## src/rtl/tmg_pkg.sv

```systemverilog
package tmg_pkg;
  // Control word field positions (software visible)
  localparam int unsigned ARM_POS   = 0;
  localparam int unsigned FRUN_POS  = 1;
  localparam int unsigned RATIO_LSB = 2;
endpackage

```

## src/rtl/tmg_ctrl_reg.sv

```systemverilog
module tmg_ctrl_reg
  import tmg_pkg::*;
#(
  parameter int unsigned DATA_W  = 16,
  parameter int unsigned RATIO_W = 5
) (
  input  logic               clk,
  input  logic               rst_n,
  input  logic               wr_en,
  input  logic [DATA_W-1:0]  wr_data,
  output logic               frun_q,
  output logic [RATIO_W-1:0] ratio_q,
  output logic               arm_req,
  output logic               arm_cancel,
  output logic               frun_start,
  output logic               frun_stop
);
  localparam int unsigned RATIO_MSB = RATIO_LSB + RATIO_W - 1;

  logic               wr_arm;
  logic               wr_frun;
  logic [RATIO_W-1:0] wr_ratio;

  assign wr_arm   = wr_data[ARM_POS];
  assign wr_frun  = wr_data[FRUN_POS];
  assign wr_ratio = wr_data[RATIO_MSB:RATIO_LSB];

  // decoded write events
  assign arm_req    = wr_en && wr_arm && !wr_frun;
  assign arm_cancel = wr_en && wr_frun;
  assign frun_start = wr_en && wr_frun && !frun_q;
  assign frun_stop  = wr_en && !wr_frun && frun_q;

  always_ff @(posedge clk or negedge rst_n) begin
    if (!rst_n) begin
      frun_q  <= 1'b0;
      ratio_q <= '0;
    end else if (wr_en) begin
      frun_q  <= wr_frun;
      ratio_q <= wr_ratio;
    end
  end
endmodule

```

## src/rtl/tmg_arm_unit.sv

```systemverilog
module tmg_arm_unit (
  input  logic clk,
  input  logic rst_n,
  input  logic arm_req,
  input  logic arm_cancel,
  input  logic frun_q,
  input  logic tick,
  output logic armed_q,
  output logic arm_fire
);
  assign arm_fire = tick && armed_q && !frun_q;

  always_ff @(posedge clk or negedge rst_n) begin
    if (!rst_n)                       armed_q <= 1'b0;
    else if (arm_req)                 armed_q <= 1'b1;
    else if (arm_fire || arm_cancel)  armed_q <= 1'b0;
  end
endmodule

```

## src/rtl/tmg_frun_unit.sv

```systemverilog
module tmg_frun_unit #(
  parameter int unsigned RATIO_W = 5
) (
  input  logic               clk,
  input  logic               rst_n,
  input  logic               frun_q,
  input  logic               frun_start,
  input  logic               frun_stop,
  input  logic               tick,
  input  logic [RATIO_W-1:0] ratio_q,
  output logic [RATIO_W-1:0] cnt_q,
  output logic               frun_fire,
  output logic               frun_step
);
  localparam logic [RATIO_W-1:0] CNT_ZERO = '0;

  function automatic logic [RATIO_W-1:0] cnt_next(
    input logic               restart,
    input logic               fire,
    input logic               step,
    input logic [RATIO_W-1:0] cur,
    input logic [RATIO_W-1:0] ratio
  );
    if (restart)   return CNT_ZERO;
    else if (fire) return ratio;
    else if (step) return cur - 1'b1;
    else           return cur;
  endfunction

  assign frun_fire = frun_q && tick && (cnt_q == CNT_ZERO);
  assign frun_step = frun_q && tick && (cnt_q != CNT_ZERO);

  always_ff @(posedge clk or negedge rst_n) begin
    if (!rst_n) cnt_q <= CNT_ZERO;
    else        cnt_q <= cnt_next(frun_start || frun_stop, frun_fire,
                                  frun_step, cnt_q, ratio_q);
  end
endmodule

```

## src/rtl/tmg_timemark.sv

```systemverilog
module tmg_timemark #(
  parameter int unsigned DATA_W  = 16,
  parameter int unsigned RATIO_W = 5
) (
  input  logic              clk,
  input  logic              rst_n,
  input  logic              wr_en,
  input  logic [DATA_W-1:0] wr_data,
  input  logic              tick,
  output logic              pulse
);
  logic               frun_q;
  logic [RATIO_W-1:0] ratio_q;
  logic               arm_req;
  logic               arm_cancel;
  logic               frun_start;
  logic               frun_stop;
  logic               armed_q;
  logic               arm_fire;
  logic [RATIO_W-1:0] cnt_q;
  logic               frun_fire;
  logic               frun_step;

  tmg_ctrl_reg #(.DATA_W(DATA_W), .RATIO_W(RATIO_W)) u_ctrl (
    .clk        (clk),
    .rst_n      (rst_n),
    .wr_en      (wr_en),
    .wr_data    (wr_data),
    .frun_q     (frun_q),
    .ratio_q    (ratio_q),
    .arm_req    (arm_req),
    .arm_cancel (arm_cancel),
    .frun_start (frun_start),
    .frun_stop  (frun_stop)
  );

  tmg_arm_unit u_arm (
    .clk        (clk),
    .rst_n      (rst_n),
    .arm_req    (arm_req),
    .arm_cancel (arm_cancel),
    .frun_q     (frun_q),
    .tick       (tick),
    .armed_q    (armed_q),
    .arm_fire   (arm_fire)
  );

  tmg_frun_unit #(.RATIO_W(RATIO_W)) u_frun (
    .clk        (clk),
    .rst_n      (rst_n),
    .frun_q     (frun_q),
    .frun_start (frun_start),
    .frun_stop  (frun_stop),
    .tick       (tick),
    .ratio_q    (ratio_q),
    .cnt_q      (cnt_q),
    .frun_fire  (frun_fire),
    .frun_step  (frun_step)
  );

  assign pulse = arm_fire || frun_fire;
endmodule

```

## config.mk

```make
export PLATFORM = sky130hd
export DESIGN_NAME = tmg_timemark
export DESIGN_NICKNAME = d
export VERILOG_FILES = /design/src/rtl/tmg_pkg.sv /design/src/rtl/tmg_ctrl_reg.sv /design/src/rtl/tmg_arm_unit.sv /design/src/rtl/tmg_frun_unit.sv /design/src/rtl/tmg_timemark.sv
export SDC_FILE = /design/constraint.sdc
export NUM_CORES = 1
export LEC_CHECK = 0
export BUFFER_PORTS_ARGS = -buffer_cell sky130_fd_sc_hd__buf_4
export CAP_MARGIN = 10
export CORE_MARGIN = 1.5
export CORE_UTILIZATION = 24
export CTS_CLUSTER_DIAMETER = 30
export DETAILED_ROUTE_END_ITERATION = 12
export PLACE_DENSITY = 0.45
export SLEW_MARGIN = 20
export SYNTH_ARGS = -nofsm -noshare
export SYNTH_HDL_FRONTEND = slang
export SYNTH_SLANG_ARGS = --single-unit
```

## constraint.sdc

```tcl
create_clock -name clk -period 1.6 [get_ports clk]
set_input_delay 0.4 -clock clk [delete_from_list [all_inputs] [get_ports clk]]
set_output_delay 0.4 -clock clk [all_outputs]
set_load 0.03 [all_outputs]
```

==> impl_results.md <==
- Status: finished, violations left
- Violated checks: negative setup slack
- WP data arrival: 1670 ps
- Post-synth top flop: dfrtp_1
- Worst Setup End Kind: output port
- Critical Path RT: 1200 ps
- Routed len/inst: 11.12 um
- Antenna cells: 0
- CTS Buf Count: 3
- Max cap viols: 0
- Die Area: 2773 um2
- Post-Syn Nets: 77
- Gr usage total: 11.07%
- Max Root-Sink Buffers: 2
- Yosys warns: 0
- WS Path Type: register to output port
- Async set-or-reset flop fraction in the synthesized netlist: 100.0%
- Slew Limit Fails: 0
- P per Cell Area: 1227 nW/um2
- Cell family with the largest share of critical-path delay: simple AND/OR/NAND/NOR gates
- GPL Wtd Cong: 0.6698
- Synth cell types: 23
- Hold WS: 352.6 ps
- Drt first pass iters: 4
- Die height: 52.66 um
- Area taken by multi-input logic gates: 306.5 um2
- Post-route cell area: 824.5 um2
- Max-Slew Margin vs Limit: 74.24%
- Sequential cell area: 300.3 um2
- RSZ-0062 raised after global routing: true
- Via count of the first global-routing pass: 477
- Area Overhead vs Synth: 39.32%
- Core Region: 2276 um2
- Crit-path cells: inv_1, ha_2, or4b_4, o22ai_4, buf_6
- Sequential fraction of the synthesis area: 50.74%
- Fin. Hold Viols: 0
- Global route overflow: 0
- First-pass GRT wire length: 2.118 mm
- Slowest stage cell, crit path: or4b_4
- Slew @ Worst Pin: 386.4 ps
- Final HPWL DP: 890.6 um
- Hold Startpoint: wr_data[4]
- EDFF count, synth: 0
- Antenna violations before repair: 0
- R2r endpoint: u_frun.cnt_q[0]
- Clock Sinks: 12
- Largest net degree at the start of global routing: 13
- Hold Path Sink: u_ctrl.ratio_q[2]
- Worst skew pair latency: 270 ps
- Final worst-path cycle share: 129.5%
- Antenna-violating nets left: 0
- Placed cell area: 768.2 um2
- Pleak: 0.3617 nW
- FP Rows: 17
- R2r setup slk: -170 ps
- Avg Synthesized Cell Area: 10.57 um2
- Final TNS setup: -843.8 ps
- Max frequency: 0.4825 GHz
- Ports: 21
- Vias: 470
- CP peak stage delay: 480 ps
- Die width: 52.66 um
- Critical path buffers and inverters: 2
- Final Worst Setup Slack: -472.6 ps
- Startpoint Class: register
- Nets: 99
- CTS clk-pin slew, worst paths: 80 ps
- Mapped Cells: 56
- 1st-iter DRT viols: 7
- Initial core utilization: 26.00%
- Layout cells sized above 1: 44.74%
- Routed vias/inst: 4.519
- Reg2Reg Launch Point: u_frun.cnt_q[0]
- Clock Tree Root: clkbuf_4
- Detailed Route WL: 1.156 mm
- Seq cells post-synth: 12
- Final setup fails: 5
- CTS H-tree depth: 1
- Clk_skew: 10.33 ps
- CTS tree: built
- Total power: 0.001012 W
- CP Max Fanout: 2
- Reg2reg path depth: 7
- Number of port buffers: 11
- Fillers: 241
- Mapped cell area: 591.8 um2
- DRC viols: 0
- Hold Path Depth: 2
- Max rail drop VDD: 0.0004694 V
- Post-layout min period: 2073 ps
- Tightest Hold Check Type: input pin to register
## what timing repair did
action	in CTS	in global routing
gates resized for setup	3	2
buffers inserted	0	0
hold endpoints to repair	12	0
hold buffers	1	0
setup endpoints to repair	5	5
pin swaps	0	1
## metrics by stage
step / setup WS (ps) / utilization [%] / std cells
CTS: -497.3 / 35.84 / 104
floorplan: -265.2 / - / 56
global route: -566.6 / 36.23 / 104
global placement: -243.9 / 33.75 / 100
finish: -472.6 / 36.23 / 104
detailed placement: -245.1 / 33.75 / 100
## power breakdown
group,internal (W),switching (W)
registers,0.000356,0.0000317
logic,0.000224,0.000213
clock network,0.0000870,0.0000993
total,0.000668,0.000344
## layer usage
metal  global-route usage, %  wire length, um  part of all wire [%]
met1                   14.87              567                    49
met2                   15.42              545                    47
met3                   2.571               26                   2.2
met4                   7.692               17                   1.5
met5                       0                0                     0
## cell usage after synthesis (2+ instances only)
library cell	n	share of area (%)
a21oi_1	2	1.7
o22ai_1	2	2.1
nand2b_1	2	2.1
o21ai_0	3	2.5
inv_1	3	1.9
a22o_1	2	3.0
nor2_1	5	3.2
mux2_2	6	11
nor3_1	2	1.7
nand2_1	4	2.5
buf_2	2	1.7
dfrtp_1	12	51
## sequential cells by signal, indices dropped and copies added, names as in the netlist
name	cells
u_ctrl.ratio_q	5
u_arm.armed_q	1
u_ctrl.frun_q	1
u_frun.cnt_q	5
## worst max-delay path by stage
| stage | endpoint | from | depth (start not counted) |
|---|---|---|---|
| after detailed placement | pulse | u_frun.cnt_q[0] | 5 |
| after floorplan | pulse | u_frun.cnt_q[0] | 5 |
| after global routing | pulse | u_frun.cnt_q[0] | 5 |
| final | pulse | u_frun.cnt_q[0] | 5 |
| after global placement | pulse | u_frun.cnt_q[0] | 5 |
| after CTS | pulse | u_frun.cnt_q[0] | 5 |
## layout make-up
type,count,area share [%]
multi-input cells,39,37.18
flip-flops and latches,12,36.42
repair buffers,19,18.06
well taps,28,4.249
clock buffers,3,2.731
inverters,3,1.366
## cells by family (layout without fill, tap and decap cells)
family          Yosys count  after routing  synth area share [%]
flops                    12             12                 50.74
buf+inv                   5             25                 3.594
fa+ha+maj                 1              1                 2.114
mux                       6              6                 11.42
simple gates             17             17                 15.01
compound gates           14             14                 15.65
xor+xnor                  1              1                 1.480
## cells in the final DEF, fill, tap and decap left out, types with 2 or more instances in the layout
| master | Yosys | layout |
|---|---|---|
| buf_4 | 0 | 17 |
| dfrtp_1 | 12 | 12 |
| mux2_2 | 6 | 6 |
| nand2_1 | 4 | 4 |
| nor2_1 | 5 | 4 |
| inv_1 | 3 | 3 |
| o21ai_0 | 3 | 3 |
| clkbuf_4 | 0 | 3 |
| nand2b_1 | 2 | 2 |
| a21oi_1 | 2 | 2 |
| a22o_1 | 2 | 2 |
| nor3_1 | 2 | 2 |
No activity file was read; power rests on OpenSTA's default activity.
